[config.mk]
export PLATFORM = sky130hd
export DESIGN_NAME = obuf_irq_arbiter
export DESIGN_NICKNAME = d
export VERILOG_FILES = /design/src/rtl/obuf_irq_arbiter.sv
export SDC_FILE = /design/constraint.sdc
export NUM_CORES = 1
export LEC_CHECK = 0
export BUFFER_PORTS_ARGS = -buffer_cell sky130_fd_sc_hd__buf_4
export CORE_AREA = 2 2 39 41
export DETAILED_ROUTE_END_ITERATION = 8
export DIE_AREA = 0 0 41 43
export PLACE_DENSITY = 0.47
export SLEW_MARGIN = 20
export SYNTH_ARGS = -nofsm -noshare
export SYNTH_HDL_FRONTEND = slang
export SYNTH_SLANG_ARGS = --single-unit
[constraint.sdc]
create_clock -name clk -period 1.2 [get_ports clk]
set_clock_uncertainty 0.1 [all_clocks]
set_input_delay 0.24 -clock clk [delete_from_list [all_inputs] [get_ports clk]]
set_output_delay 0.24 -clock clk [all_outputs]
set_load 0.02 [all_outputs]
[src/rtl/obuf_irq_arbiter.sv]
module obuf_irq_arbiter (
  input  logic       clk,
  input  logic       rst_n,
  input  logic       kbd_pending,
  input  logic       aux_pending,
  input  logic [7:0] mode_reg,
  input  logic       selftest_flag,
  output logic [7:0] status_byte,
  output logic       kbd_irq,
  output logic       aux_irq,
  output logic       rd_sel_aux
);

  logic any_pend, aux_only, kbd_req, aux_req;
  logic [7:0] status_nxt;

  assign any_pend = kbd_pending | aux_pending;
  assign aux_only = aux_pending & ~kbd_pending;
  assign kbd_req  = kbd_pending & mode_reg[0] & ~mode_reg[4];
  assign aux_req  = aux_only & mode_reg[1];

  assign status_nxt = {2'b00, aux_only, 2'b11, selftest_flag, 1'b0, any_pend};

  always_ff @(posedge clk) begin
    if (!rst_n) begin
      status_byte <= 8'h18;
      kbd_irq     <= 1'b0;
      aux_irq     <= 1'b0;
      rd_sel_aux  <= 1'b0;
    end else begin
      status_byte <= status_nxt;
      kbd_irq     <= kbd_req;
      aux_irq     <= aux_req;
      rd_sel_aux  <= aux_only;
    end
  end

endmodule

==> flow_metrics.py, run 1 <==
metrics = {
    "worst_setup_path": {
        "crit_fanout": 2,
        "worstSetupEndpointType": "primary output",
        "slowest_delay_ns": 0.32,
        "critPathTopFamily": "flip-flops",
        "crit_path_start_kind": "flip-flop",
        "path_cells": "buf_4",
        "cp.required_ns": 0.86,
        "slowest_stage": "dfxtp_1",
        "criticalPathCategory": "reg2out",
        "crit_buf_inv": 1,
        "cp.arrival_ns": 0.69,
    },
    "sta": {
        "rsz0062_at_grt": "false",
        "timing.final.crit_share_pct": 86.2,
        "clock.fmax_mhz": 967,
        "setup_violations": 0,
        "maxSlewViolCount": 0,
        "fin_setup_tns_ns": 0,
        "fin_crit_ns": 1.03,
        "hold_viol": 0,
    },
    "min_path": {
        "worstHoldPathType": "in2reg",
    },
    "clocking": {
        "post_cts_resized": 0,
        "clk_path_buf_depth": 2,
        "cts_tree": "yes",
        "htreeDepth": 1,
        "cts_sinks": 5,
        "cts_buffers": 3,
        "cts_root_buffer": "clkbuf_4",
        "path_clk_slew_ns": 0.04,
        "holdBufCountCts": 0,
        "cts_setup_buffers": 0,
    },
    "route": {
        "wl_per_cell_microns": 8.04,
        "route.detailed.drc": 0,
        "drt_iter0_drc": 1,
        "vias": 165,
        "dr.pass1.iters": 2,
        "wl_microns": 386,
        "viasPerCell": 3.44,
        "antenna_left": 0,
    },
    "logic_synthesis": {
        "synth_cell_types": 7,
        "synth.most_common_cell": "buf_4",
        "yosys_register_bits": 5,
        "ys.flop_type": "dfxtp_1",
        "syn_inst": 18,
        "seq_area_frac_synth_pct": 50.6,
        "synth_commonest_cells": "buf_4 (6), dfxtp_1 (5), and4b_1 (2), conb_1 (2)",
        "netlist_area_sq_um": 198,
        "synth_largest_area_cell": "dfxtp_1",
        "synth.avg_cell_area_sq_um": 11.0,
        "synth-edff-count": 0,
        "yosysWarningCount": 0,
        "netlist_top_cells_area": "dfxtp_1 (51%), buf_4 (23%), and4b_1 (10%), and3b_2 (5.1%), and2_2 (3.8%)",
        "yosysTopAreaCellShare_pct": 50.6,
        "synth-async-reset-ratio_pct": 0,
    },
    "floorplanning": {
        "start_util_pct": 14.3,
        "die_height_microns": 43,
        "die_area_sq_um": 1760,
        "core_sq_um": 1380,
        "ios": 24,
        "rows": 14,
        "die_x_microns": 41,
    },
    "global_route": {
        "grt_pass1_vias": 139,
        "grtUsageTotal_pct": 4.51,
        "grt_pass1_wl_microns": 427,
        "antenna_found_initial": 0,
        "grt_max_degree": 6,
        "grt.overflow.total": 0,
    },
    "final_layout": {
        "final_util_pct": 22.2,
        "diodes": 0,
        "nNetsFinal": 46,
        "area_growth_pct": 55.7,
        "drive_gt1_share_pct": 56.3,
        "layout.cells.non_filler": 48,
    },
    "placement": {
        "portBuffers": 13,
        "dp.cells": 44,
        "place.gp.congestion": 0.486,
    },
    "pwr": {
        "power.density_nw_per_um2": 1390,
        "peakVddDrop_mv": 0.161,
        "power_leakage_nw": 0.162,
    },
    "run": {
        "cap_violations": 0,
    },
    "run_status": {
        "status": "completed",
    },
}
==> flip-flops by register name, summed over array words and instances, names as in the netlist <==
signal	cells
aux_irq	1
kbd_irq	1
status_byte	3
==> layout by cell type (no fill, tap or decap), drive strengths merged <==
cell type  synthesis  final
buf                6     13
and3b              1      1
and4b              2      2
clkbuf             0      4
and2               1      1
dfxtp              5      5
conb               2      5
o21a               1      1
==> area by class of cell <==
class | instances | area [sq um]
multi-input cells | 10 | 63.8
fillers | 159 | 1080
flip-flops and latches | 5 | 100
clock buffers | 4 | 26.3
repair buffers | 13 | 97.6
well taps | 16 | 20.0
==> worst paths after layout <==
kind                        from             end  slack (ns)  depth (start not counted)
setup / recovery  status_byte[5]      rd_sel_aux        0.17                          1
hold / removal       kbd_pending  status_byte[0]        0.12                          2
==> power by group <==
group          internal [mW]  total, mW  switching, mW
Sequential             0.174      0.176        0.00199
Clock                  0.125      0.188         0.0624
Combinational         0.0298     0.0642         0.0345
==> logic make-up (layout without fill, tap and decap cells) <==
kind of cell,count (synthesis),count (layout),share of synthesized area (%)
and+or+nand+nor,4,4,19.0
DFF,5,5,50.6
other,2,5,3.80
AOI/OAI and AO/OA,1,1,3.80
buffers and inverters,6,17,22.8
==> stage by stage <==
step                total power, mW  hold slack, ns  setup WS [ns]  instance area (sq um)
CTS                           0.441           0.118          0.149                    308
floorplan                     0.224           0.250          0.265                    209
global placement              0.244           0.367          0.414                    282
global route                  0.456           0.119          0.117                    308
finish                        0.428           0.125          0.166                    308
detailed placement            0.243           0.358          0.412                    282
==> routing by layer <==
metal	part of all wire, %	GRT usage (%)	wire [microns]	vias up
met2	44	5.63	170	17
met5	0	0	0	-
li1	-	-	-	75
met4	0	8.00	0	0
met3	30	4.71	116	0
met1	26	1.92	100	73
(Power assumes the default switching activity.)
==> run 2, diff against run 1 <==
PLACE_DENSITY = unset   (was 0.47)
==> flow_metrics.py, run 2 (synthesis results as in run 1) <==
metrics = {
    "run_status": {
        "status": "completed",
    },
    "pwr": {
        "power_leakage_nw": 0.162,
        "p_switching_uw": 97.8,
        "p_seq_share_pct": 41.2,
        "internal_power_uw": 329,
        "power.density_nw_per_um2": 1390,
        "peakVddDrop_mv": 0.237,
        "p_sw_share_pct": 22.9,
        "power_frac_clock_pct": 43.8,
        "pwr-share-comb_pct": 14.9,
    },
    "route": {
        "drt_iter0_drc": 1,
        "dr.pass1.iters": 4,
        "wl_per_cell_microns": 7.13,
        "route.detailed.drc": 0,
        "viasPerCell": 3.27,
        "wl_microns": 342,
        "vias": 157,
        "antenna_left": 0,
    },
    "sta": {
        "timing.final.crit_share_pct": 86.0,
        "fin_crit_ns": 1.03,
        "clock.fmax_mhz": 969,
        "fin_setup_tns_ns": 0,
        "maxSlewViolCount": 0,
        "rsz0062_at_grt": "false",
        "setup_violations": 0,
        "hold_viol": 0,
    },
    "worst_setup_path": {
        "cp.required_ns": 0.86,
        "critPathTopFamily": "flip-flops",
        "path_cells": "buf_4",
        "slowest_delay_ns": 0.32,
        "cp.arrival_ns": 0.69,
        "endpoint": "rd_sel_aux",
        "crit_fanout": 2,
        "crit_buf_inv": 1,
        "crit_path_start_kind": "flip-flop",
        "criticalPathCategory": "reg2out",
        "crit_cells": 1,
        "startpoint": "status_byte[5]",
        "slowest_stage": "dfxtp_1",
        "worstSetupEndpointType": "primary output",
    },
    "floorplanning": {
        "die_area_sq_um": 1760,
        "ios": 24,
        "core_sq_um": 1380,
        "start_util_pct": 14.3,
        "die_height_microns": 43,
        "die_x_microns": 41,
        "rows": 14,
    },
    "final_layout": {
        "layout.cells.non_filler": 48,
        "layout_commonest_cell": "buf_4",
        "reg_top3": "status_byte (3), aux_irq (1), kbd_irq (1)",
        "top_register": "status_byte",
        "drive_gt1_share_pct": 56.3,
        "final_util_pct": 22.2,
        "nNetsFinal": 46,
        "final-seq-area_sq_um": 100,
        "layout_common_cells": "buf_4 (13), conb_1 (5), dfxtp_1 (5)",
        "multi_input_area_sq_um": 63.8,
        "area_growth_pct": 55.7,
        "fill_cells": 153,
        "diodes": 0,
        "largest_reg_flops": 3,
    },
    "clocking": {
        "path_clk_slew_ns": 0.04,
        "cts_sinks": 5,
        "holdBufCountCts": 0,
        "cts_buffers": 3,
        "post_cts_resized": 0,
        "cts_tree": "yes",
        "cts_root_buffer": "clkbuf_4",
        "htreeDepth": 1,
        "clk_path_buf_depth": 2,
        "cts_setup_buffers": 0,
    },
    "global_route": {
        "grt_pass1_vias": 157,
        "antenna_found_initial": 0,
        "grtUsageTotal_pct": 5.01,
        "grt_pass1_wl_microns": 503,
        "grt.overflow.total": 0,
        "grt_max_degree": 6,
    },
    "placement": {
        "dp.cells": 44,
        "portBuffers": 13,
        "dp_hpwl_microns": 290,
        "place.gp.congestion": 0.621,
    },
    "min_path": {
        "worstHoldPathType": "in2reg",
    },
    "run": {
        "cap_violations": 0,
    },
}
==> run 2: power by group through the flow <==
stage | Sequential (mW) | Clock, mW | Combinational [mW]
finish | 0.176 | 0.187 | 0.0638
global route | 0.176 | 0.207 | 0.0690
CTS | 0.176 | 0.196 | 0.0642
detailed placement | 0.179 | 0 | 0.0643
global placement | 0.179 | 0 | 0.0637
floorplan | 0.188 | 0 | 0.0360
==> run 2: per-stage QoR <==
| stage | hold slack [ns] | worst slack [ns] | total power [mW] | area (sq um) |
|---|---|---|---|---|
| 6_report | 0.126 | 0.168 | 0.427 | 308 |
| 5_1_grt | 0.118 | 0.121 | 0.452 | 308 |
| 4_1_cts | 0.122 | 0.153 | 0.436 | 308 |
| 3_5_place_dp | 0.370 | 0.411 | 0.243 | 282 |
| 3_3_place_gp | 0.359 | 0.414 | 0.243 | 282 |
| 2_1_floorplan | 0.250 | 0.265 | 0.224 | 209 |
==> run 2: layer usage <==
layer  global-route usage (%)  routed length (microns)
met1                     3.19                      112
met2                     6.88                      183
met3                     1.57                       46
met4                     10.0                        0
met5                        0                        0
==> run 2: how the worst min path moves through the flow <==
stage | from | endpoint | cells after the start
final | kbd_pending | status_byte[0] | 2
after global routing | selftest_flag | status_byte[2] | 2
after CTS | selftest_flag | status_byte[2] | 2
after detailed placement | selftest_flag | status_byte[2] | 2
after global placement | kbd_pending | status_byte[0] | 2
after floorplan | kbd_pending | status_byte[0] | 1
==> run 2: final cells by class <==
class,count,share of cell area [%]
multi-input cells,10,20.7
flip-flops and latches,5,32.5
repair buffers,13,31.7
clock buffers,4,8.54
well taps,16,6.50
